<file path="src/rtl/irq_status_agg.sv">
module irq_status_agg #(
  parameter int N_EDGE = 8,
  parameter int N_GPIO = 4,
  parameter int AW     = 2,
  parameter int DW     = 16
) (
  input  logic              clk,
  input  logic              rst_n,
  input  logic [N_EDGE-1:0] edge_src,
  input  logic [N_GPIO-1:0] gpio_sticky,
  input  logic              wr_en,
  input  logic [AW-1:0]     addr,
  input  logic [DW-1:0]     wdata,
  output logic [DW-1:0]     rdata,
  output logic              irq
);
  localparam int NS = N_EDGE + 1;
  localparam logic [AW-1:0] A_STAT = AW'(0);
  localparam logic [AW-1:0] A_MASK = AW'(1);

  logic [N_EDGE-1:0] prev_q, edge_q, rise;
  logic              gpio_q;
  logic [NS-1:0]     mask_q, clr, status;

  assign rise   = edge_src & ~prev_q;
  assign clr    = (wr_en && addr == A_STAT) ? wdata[NS-1:0] : '0;
  assign status = {gpio_q, edge_q};
  assign irq    = |(status & mask_q);

  always_ff @(posedge clk) begin
    if (!rst_n) begin
      prev_q <= '0;
      edge_q <= '0;
      gpio_q <= 1'b0;
      mask_q <= '0;
    end else begin
      prev_q <= edge_src;
      edge_q <= rise | (edge_q & ~clr[N_EDGE-1:0]);
      gpio_q <= (|gpio_sticky) | (gpio_q & ~clr[N_EDGE]);
      if (wr_en && addr == A_MASK) mask_q <= wdata[NS-1:0];
    end
  end

  always_comb begin
    rdata = '0;
    case (addr)
      A_STAT:  rdata[NS-1:0] = status;
      A_MASK:  rdata[NS-1:0] = mask_q;
      default: rdata = '0;
    endcase
  end


  hold_no_write_chk: assert property (@(posedge clk) disable iff (!rst_n)
    !(wr_en && addr == A_STAT) |=> (($past(status) & ~status) == '0));


  zero_keeps_chk: assert property (@(posedge clk) disable iff (!rst_n)
    (wr_en && addr == A_STAT) |=> ((($past(status) & ~$past(wdata[NS-1:0])) & ~status) == '0));


  gpio_level_chk: assert property (@(posedge clk) disable iff (!rst_n)
    (|gpio_sticky) |=> status[N_EDGE]);


  set_wins_chk: assert property (@(posedge clk) disable iff (!rst_n)
    (rise != '0) |=> ((edge_q & $past(rise)) == $past(rise)));


  irq_masked_chk: assert property (@(posedge clk) disable iff (!rst_n)
    (mask_q == '0 || status == '0) |-> !irq);


  upper_zero_chk: assert property (@(posedge clk) disable iff (!rst_n)
    rdata[DW-1:NS] == '0);
endmodule

</file>
<file path="config.mk">
export PLATFORM = sky130hd
export DESIGN_NAME = irq_status_agg
export DESIGN_NICKNAME = d
export VERILOG_FILES = /design/src/rtl/irq_status_agg.sv
export SDC_FILE = /design/constraint.sdc
export NUM_CORES = 1
export LEC_CHECK = 0
export CORE_ASPECT_RATIO = 1.25
export CORE_MARGIN = 5
export CORE_UTILIZATION = 43
export DETAILED_ROUTE_END_ITERATION = 10
export PLACE_DENSITY_LB_ADDON = 0.05
export SYNTH_ARGS = -nofsm -noshare
export SYNTH_HDL_FRONTEND = slang
export SYNTH_SLANG_ARGS = --single-unit
</file>
<file path="constraint.sdc">
create_clock -name clk -period 3.37 [get_ports clk]
set_clock_uncertainty 0.1 [all_clocks]
set_input_delay 0.674 -clock clk [delete_from_list [all_inputs] [get_ports clk]]
set_output_delay 0.674 -clock clk [all_outputs]
set_load 0.005 [all_outputs]
</file>
==> results.json, run 1 <==
{
  "cp.required_ns": 2.60,
  "layout_common_cells": "clkdlybuf4s50_1 (35), dfxtp_1 (26), mux2i_1 (18)",
  "place_area_um2": 1555,
  "grt_pass1_vias": 1039,
  "cts.sinks": 26,
  "routed_wl_um": 2479,
  "comb_power_share": 0.153,
  "drt_pass1_iterations": 4,
  "final_area_um2": 1608,
  "critical_path.max_fanout": 11,
  "hold_viol_final": 0,
  "seqPwrFrac": 0.516,
  "crit_path_cell_trace": "clkdlybuf4s50_1 -> buf_4 -> mux2i_1 -> nor2_1 -> clkdlybuf4s50_1",
  "syn_area_per_cell_um2": 9.684,
  "final_cells": 194,
  "grt_pass1_wl_um": 4319,
  "crit_top_cell": "clkdlybuf4s50_1",
  "insertion_delay_ns": 0.33,
  "drtAntennaViolNets": 0,
  "power_frac_clock": 0.331,
  "initial_core_util": 0.4545,
  "ir_worst_vdd_mv": 0.2893,
  "synth_top_family_by_area": "simple AND/OR/NAND/NOR gates",
  "power_leakage_nw": 0.7045,
  "hpwlAfterDp_um": 1852,
  "post_cts_resized": 0,
  "max_freq_ghz": 0.3502,
  "async_reset_ff_frac": 0,
  "fillers": 240,
  "io_buffers": 35,
  "drv_cap": 0,
  "synth_flop_cell": "dfxtp_1",
  "ys_seq_area_frac": 0.4232,
  "dp_cells": 190,
  "critPathKind": "input pin to primary output",
  "detail_route.wl_per_cell_um": 12.78,
  "htreeDepth": 1,
  "fin_nets": 194,
  "hp-class": "register to register",
  "synth_largest_area_cell": "dfxtp_1",
  "drcViolationCount": 0,
  "finalSetupViolCount": 0,
  "cp-start-kind": "input pin",
  "antenna_found_initial": 0,
  "synth_edf_count": 0,
  "gp_congestion": 0.7605,
  "area_delta_synth_final_pct": 30.72,
  "final_common_cell": "clkdlybuf4s50_1",
  "antenna_cells": 0,
  "internal_power_mw": 0.5066,
  "grt_max_degree": 27,
  "clock_path_buffers": 2,
  "gr-total-overflow": 0,
  "post-route-period-util": 0.8474,
  "setup_tns_ns": 0,
  "cts_made_buffers": 3,
  "synth-simple-area-share": 0.1811,
  "synthMuxAreaShare": 0.1465,
  "maxSlewHeadroom": 0.5596,
  "min_period_ns": 2.856,
  "cpMaxStageDelayCell": "clkdlybuf4s50_1",
  "grtUsageTotal": 0.1359,
  "synth_area_leaders": "dfxtp_1 (42%), mux2i_1 (15%), o21ai_2 (5.7%)",
  "synth-compound-area-share": 0.1424,
  "path_clk_slew_ns": 0.14,
  "die_w_um": 57.84,
  "io_pins": 50,
  "dieArea_um2": 4037,
  "cts_tree": "built",
  "synth_area_um2": 1230,
  "drtIter0Drc": 15,
  "swShare": 0.2206,
  "synth.top_cell.area_share": 0.4232,
  "via_count": 939,
  "rows": 21,
  "die_h_um": 69.80,
  "synth_xor_area_frac": 0,
  "register_area_um2": 520.5,
  "vias_per_cell": 4.840,
  "netSwitchingPower_mw": 0.1434,
  "ys.warnings.count": 0,
  "ys_ff_latch": 26,
  "multi_input_area_um2": 604.3,
  "synthCells": 127,
  "cts_root_buffer": "clkbuf_4",
  "power.density_nw_per_um2": 404.3,
  "cts-hold-fix-buffers": 0,
  "cts_setup_buffers": 0,
  "rsz0062_at_grt": "no",
  "worstPathArrival_ns": 2.08,
  "post-route-util": 0.5941,
  "core_area_um2": 2706,
  "worst_pin_slew_ns": 0.6586,
  "synthAdderAreaFrac": 0,
  "drive_above_1_share": 0.08125,
  "cp_slowest_stage_delay_ns": 0.46,
  "synth_cell_type_count": 24,
  "endpoint_kind": "primary output",
  "slew_violations": 0,
  "status": "finished, final reports clean"
}
cell usage after synthesis (2+ instances only):
master / count
o21ai_2: 8
mux2i_1: 18
clkbuf_1: 2
nor2_1: 10
nand2b_1: 8
nor2b_1: 9
dfxtp_1: 26
and2_1: 8
buf_4: 9
inv_1: 8
a21boi_1: 3
a21boi_0: 5
buf_6: 2
routing by layer:
metal  track usage  part of all wire  vias to the layer above
met5             0                 0                        -
met3       0.02607             0.059                        4
met1        0.1442              0.40                      434
met2        0.2450              0.52                       28
met4       0.06959             0.016                        0
li1              -                 -                      473
critical path: cells and delay by family:
family                 cells  cell delay (ns)
buffers and inverters      3             1.13
multiplexers               1             0.21
AND/OR/NAND/NOR            1             0.06
final timing paths:
check                           startpoint        end  slack [ns]  depth (start not counted)
worst max-delay path               addr[0]   rdata[2]        0.51                          5
worst min-delay path             prev_q[2]  edge_q[2]        0.39                          2
worst max register to register   edge_q[5]  edge_q[5]        2.58                          2
worst min register to register   prev_q[2]  edge_q[2]        0.39                          2
power by group through the flow:
stage                     sequential [mW]  combinational, mW  clock, mW
final                               0.335             0.0993      0.215
after detailed placement            0.342              0.100          0
after floorplan                     0.339             0.0576          0
after CTS                           0.336              0.101      0.222
after global routing                0.338              0.110      0.233
after global placement              0.342             0.0976          0
stage by stage:
step	total power, mW	hold WS [ns]	setup WS [ns]
after global placement	0.4392	0.3644	0.5389
final	0.6500	0.3946	0.5144
after CTS	0.6582	0.3985	0.4988
after detailed placement	0.4425	0.3787	0.5063
after floorplan	0.3970	0.3541	1.510
after global routing	0.6817	0.4333	0.4046
final cells by class:
| type | count | share of cell area |
|---|---|---|
| clock buffers | 3 | 0.01401 |
| repair buffers | 36 | 0.2226 |
| clock inverters | 1 | 0.01868 |
| well taps | 34 | 0.02646 |
| inverters | 8 | 0.01868 |
| flip-flops and latches | 26 | 0.3237 |
| multi-input cells | 86 | 0.3759 |
cell families (layout without fill, tap and decap cells):
kind of cell	Yosys count	in the layout
muxes	18	18
and+or+nand+nor	39	39
AOI/OAI and AO/OA	22	22
other	1	7
buffers and inverters	21	48
DFF	26	26
state kept, by name, indices dropped and copies added, names as in the netlist:
register and count:
prev_q 8, edge_q 8, mask_q 9, gpio_q 1
No activity file was read; power rests on OpenSTA's default activity.
==> run 2: changes to the inputs <==
Settings changed: CORE_UTILIZATION 43 to 38.
Clock period 3.37 ns to 2.6 ns, I/O delays scaled along.
==> run 2 against run 1 <==
Critical path depth did not move. Critical endpoint is now rdata[6]. Sequential cell count unchanged. Via count is 1.4% lower. Total power up 21%. Clock power hardly changed.
==> results.json, run 2 (synthesis results as in run 1) <==
{
  "vias_per_cell": 4.653,
  "io_buffers": 35,
  "seqPwrFrac": 0.553,
  "drcViolationCount": 0,
  "reg_top3": "mask_q (9), edge_q (8), prev_q (8)",
  "grt_max_degree": 27,
  "critical_path.max_fanout": 6,
  "fillers": 319,
  "gp_congestion": 0.7564,
  "routed_wl_um": 2488,
  "post_cts_resized": 0,
  "grtUsageTotal": 0.1197,
  "dieArea_um2": 4481,
  "internal_power_mw": 0.6075,
  "critPathKind": "input pin to primary output",
  "cts_root_buffer": "clkbuf_8",
  "power.density_nw_per_um2": 480.0,
  "register_area_um2": 520.5,
  "fin_nets": 197,
  "post-place-ws_ns": 0.1036,
  "reg2reg_depth": 2,
  "cts_tree": "built",
  "min_from": "edge_q[4]",
  "antenna_cells": 0,
  "final_common_cell": "clkdlybuf4s50_1",
  "setup_slack_ns": 0.1144,
  "cp.required_ns": 1.98,
  "hold_depth": 2,
  "post-route-period-util": 0.9560,
  "cts_made_buffers": 3,
  "cts-hold-fix-buffers": 0,
  "htreeDepth": 1,
  "grt_pass1_wl_um": 4091,
  "comb_power_share": 0.170,
  "maxSlewHeadroom": 0.5228,
  "detail_route.wl_per_cell_um": 12.50,
  "power_frac_clock": 0.277,
  "netSwitchingPower_mw": 0.1775,
  "dp_cells": 196,
  "cp-start-kind": "input pin",
  "cts_setup_buffers": 0,
  "r2r-end": "edge_q[7]",
  "finalSetupViolCount": 0,
  "ir_worst_vdd_mv": 0.3868,
  "core_area_um2": 3166,
  "rr_startpoint": "edge_q[7]",
  "max_freq_ghz": 0.4023,
  "path_clk_slew_ns": 0.08,
  "initial_core_util": 0.3885,
  "setup_tns_ns": 0,
  "drive_above_1_share": 0.09259,
  "min_period_ns": 2.486,
  "cts.sinks": 26,
  "insertion_delay_ns": 0.26,
  "via_count": 926,
  "total_power_mw": 0.7850,
  "clock_path_buffers": 2,
  "area_delta_synth_final_pct": 32.96,
  "worst_pin_slew_ns": 0.7136,
  "hp-class": "register to register",
  "drtIter0Drc": 19,
  "grt_pass1_vias": 911,
  "worstPathArrival_ns": 1.87,
  "multi_input_area_um2": 604.3,
  "rsz0062_at_grt": "no",
  "die_w_um": 60.89,
  "regMostFlops": "mask_q",
  "power_leakage_nw": 0.7181,
  "antenna_found_initial": 0,
  "gr-total-overflow": 0,
  "final_cells": 199,
  "drtAntennaViolNets": 0,
  "endpoint_kind": "primary output",
  "swShare": 0.2261,
  "r2r_slack_ns": 1.82,
  "slew_violations": 0,
  "status": "finished, final reports clean",
  "io_pins": 50,
  "drt_pass1_iterations": 4,
  "drv_cap": 0,
  "holdPathEnd": "edge_q[4]",
  "rows": 23,
  "largest_reg_flops": 9,
  "layout_common_cells": "clkdlybuf4s50_1 (35), dfxtp_1 (26), mux2i_1 (18)",
  "hold_viol_final": 0,
  "hpwlAfterDp_um": 1870,
  "die_h_um": 73.61
}
-- run 2: changes by cell type in the layout (fill, tap and decap cells not counted), sizes merged --
cell,previous run,this run
bufinv,1,0
buf,1,4
-- run 2: critical path, cell delays in order --
cell	delay, ns
clkdlybuf4s50_1	0.48
buf_4	0.17
mux2i_1	0.20
nor2_1	0.06
clkdlybuf4s50_1	0.44
-- run 2: worst max-delay path by stage --
stage / start / end / slack (ns) / cells past startpoint
2_1_floorplan: addr[0] / rdata[0] / 1.05 / 3
3_3_place_gp: addr[0] / rdata[4] / 0.11 / 5
3_5_place_dp: addr[0] / rdata[6] / 0.10 / 5
4_1_cts: addr[0] / rdata[6] / 0.10 / 5
5_1_grt: addr[0] / rdata[7] / 0.03 / 5
6_report: addr[0] / rdata[6] / 0.11 / 5
-- run 2: stage by stage --
| stage | util | hold slack, ns | instance area, µm² |
|---|---|---|---|
| after floorplan | - | 0.3541 | 1252 |
| after global placement | 0.5036 | 0.3699 | 1594 |
| after detailed placement | 0.5036 | 0.3727 | 1594 |
| after CTS | 0.5166 | 0.3853 | 1635 |
| after global routing | 0.5166 | 0.4112 | 1635 |
| final | 0.5166 | 0.3832 | 1635 |
-- run 2: layout make-up --
class / instances / area share
Clock buffer: 3 / 0.02525
Inverter: 8 / 0.01836
Tap cell: 37 / 0.02831
Timing Repair Buffer: 39 / 0.2402
Sequential cell: 26 / 0.3183
Multi-Input combinational cell: 86 / 0.3695
-- run 2: per-layer routing --
metal | vias up | wire length [µm] | track usage
met4 | 0 | 20 | 0.04337
met3 | 2 | 163 | 0.02460
met5 | - | 0 | 0
met1 | 421 | 1087 | 0.1484
li1 | 476 | - | -
met2 | 27 | 1217 | 0.2010
-- run 2: power groups by stage --
stage | clock (mW) | combinational, mW | sequential [mW]
finish | 0.218 | 0.133 | 0.434
global route | 0.240 | 0.148 | 0.437
CTS | 0.228 | 0.136 | 0.434
detailed placement | 0 | 0.135 | 0.444
global placement | 0 | 0.133 | 0.443
floorplan | 0 | 0.0747 | 0.440
==> run 3: changes to the inputs <==
Settings changed: HOLD_SLACK_MARGIN set to 0.08.
==> results of run 3 <==
The final DEF is identical to that of run 2; final timing and power are the same.
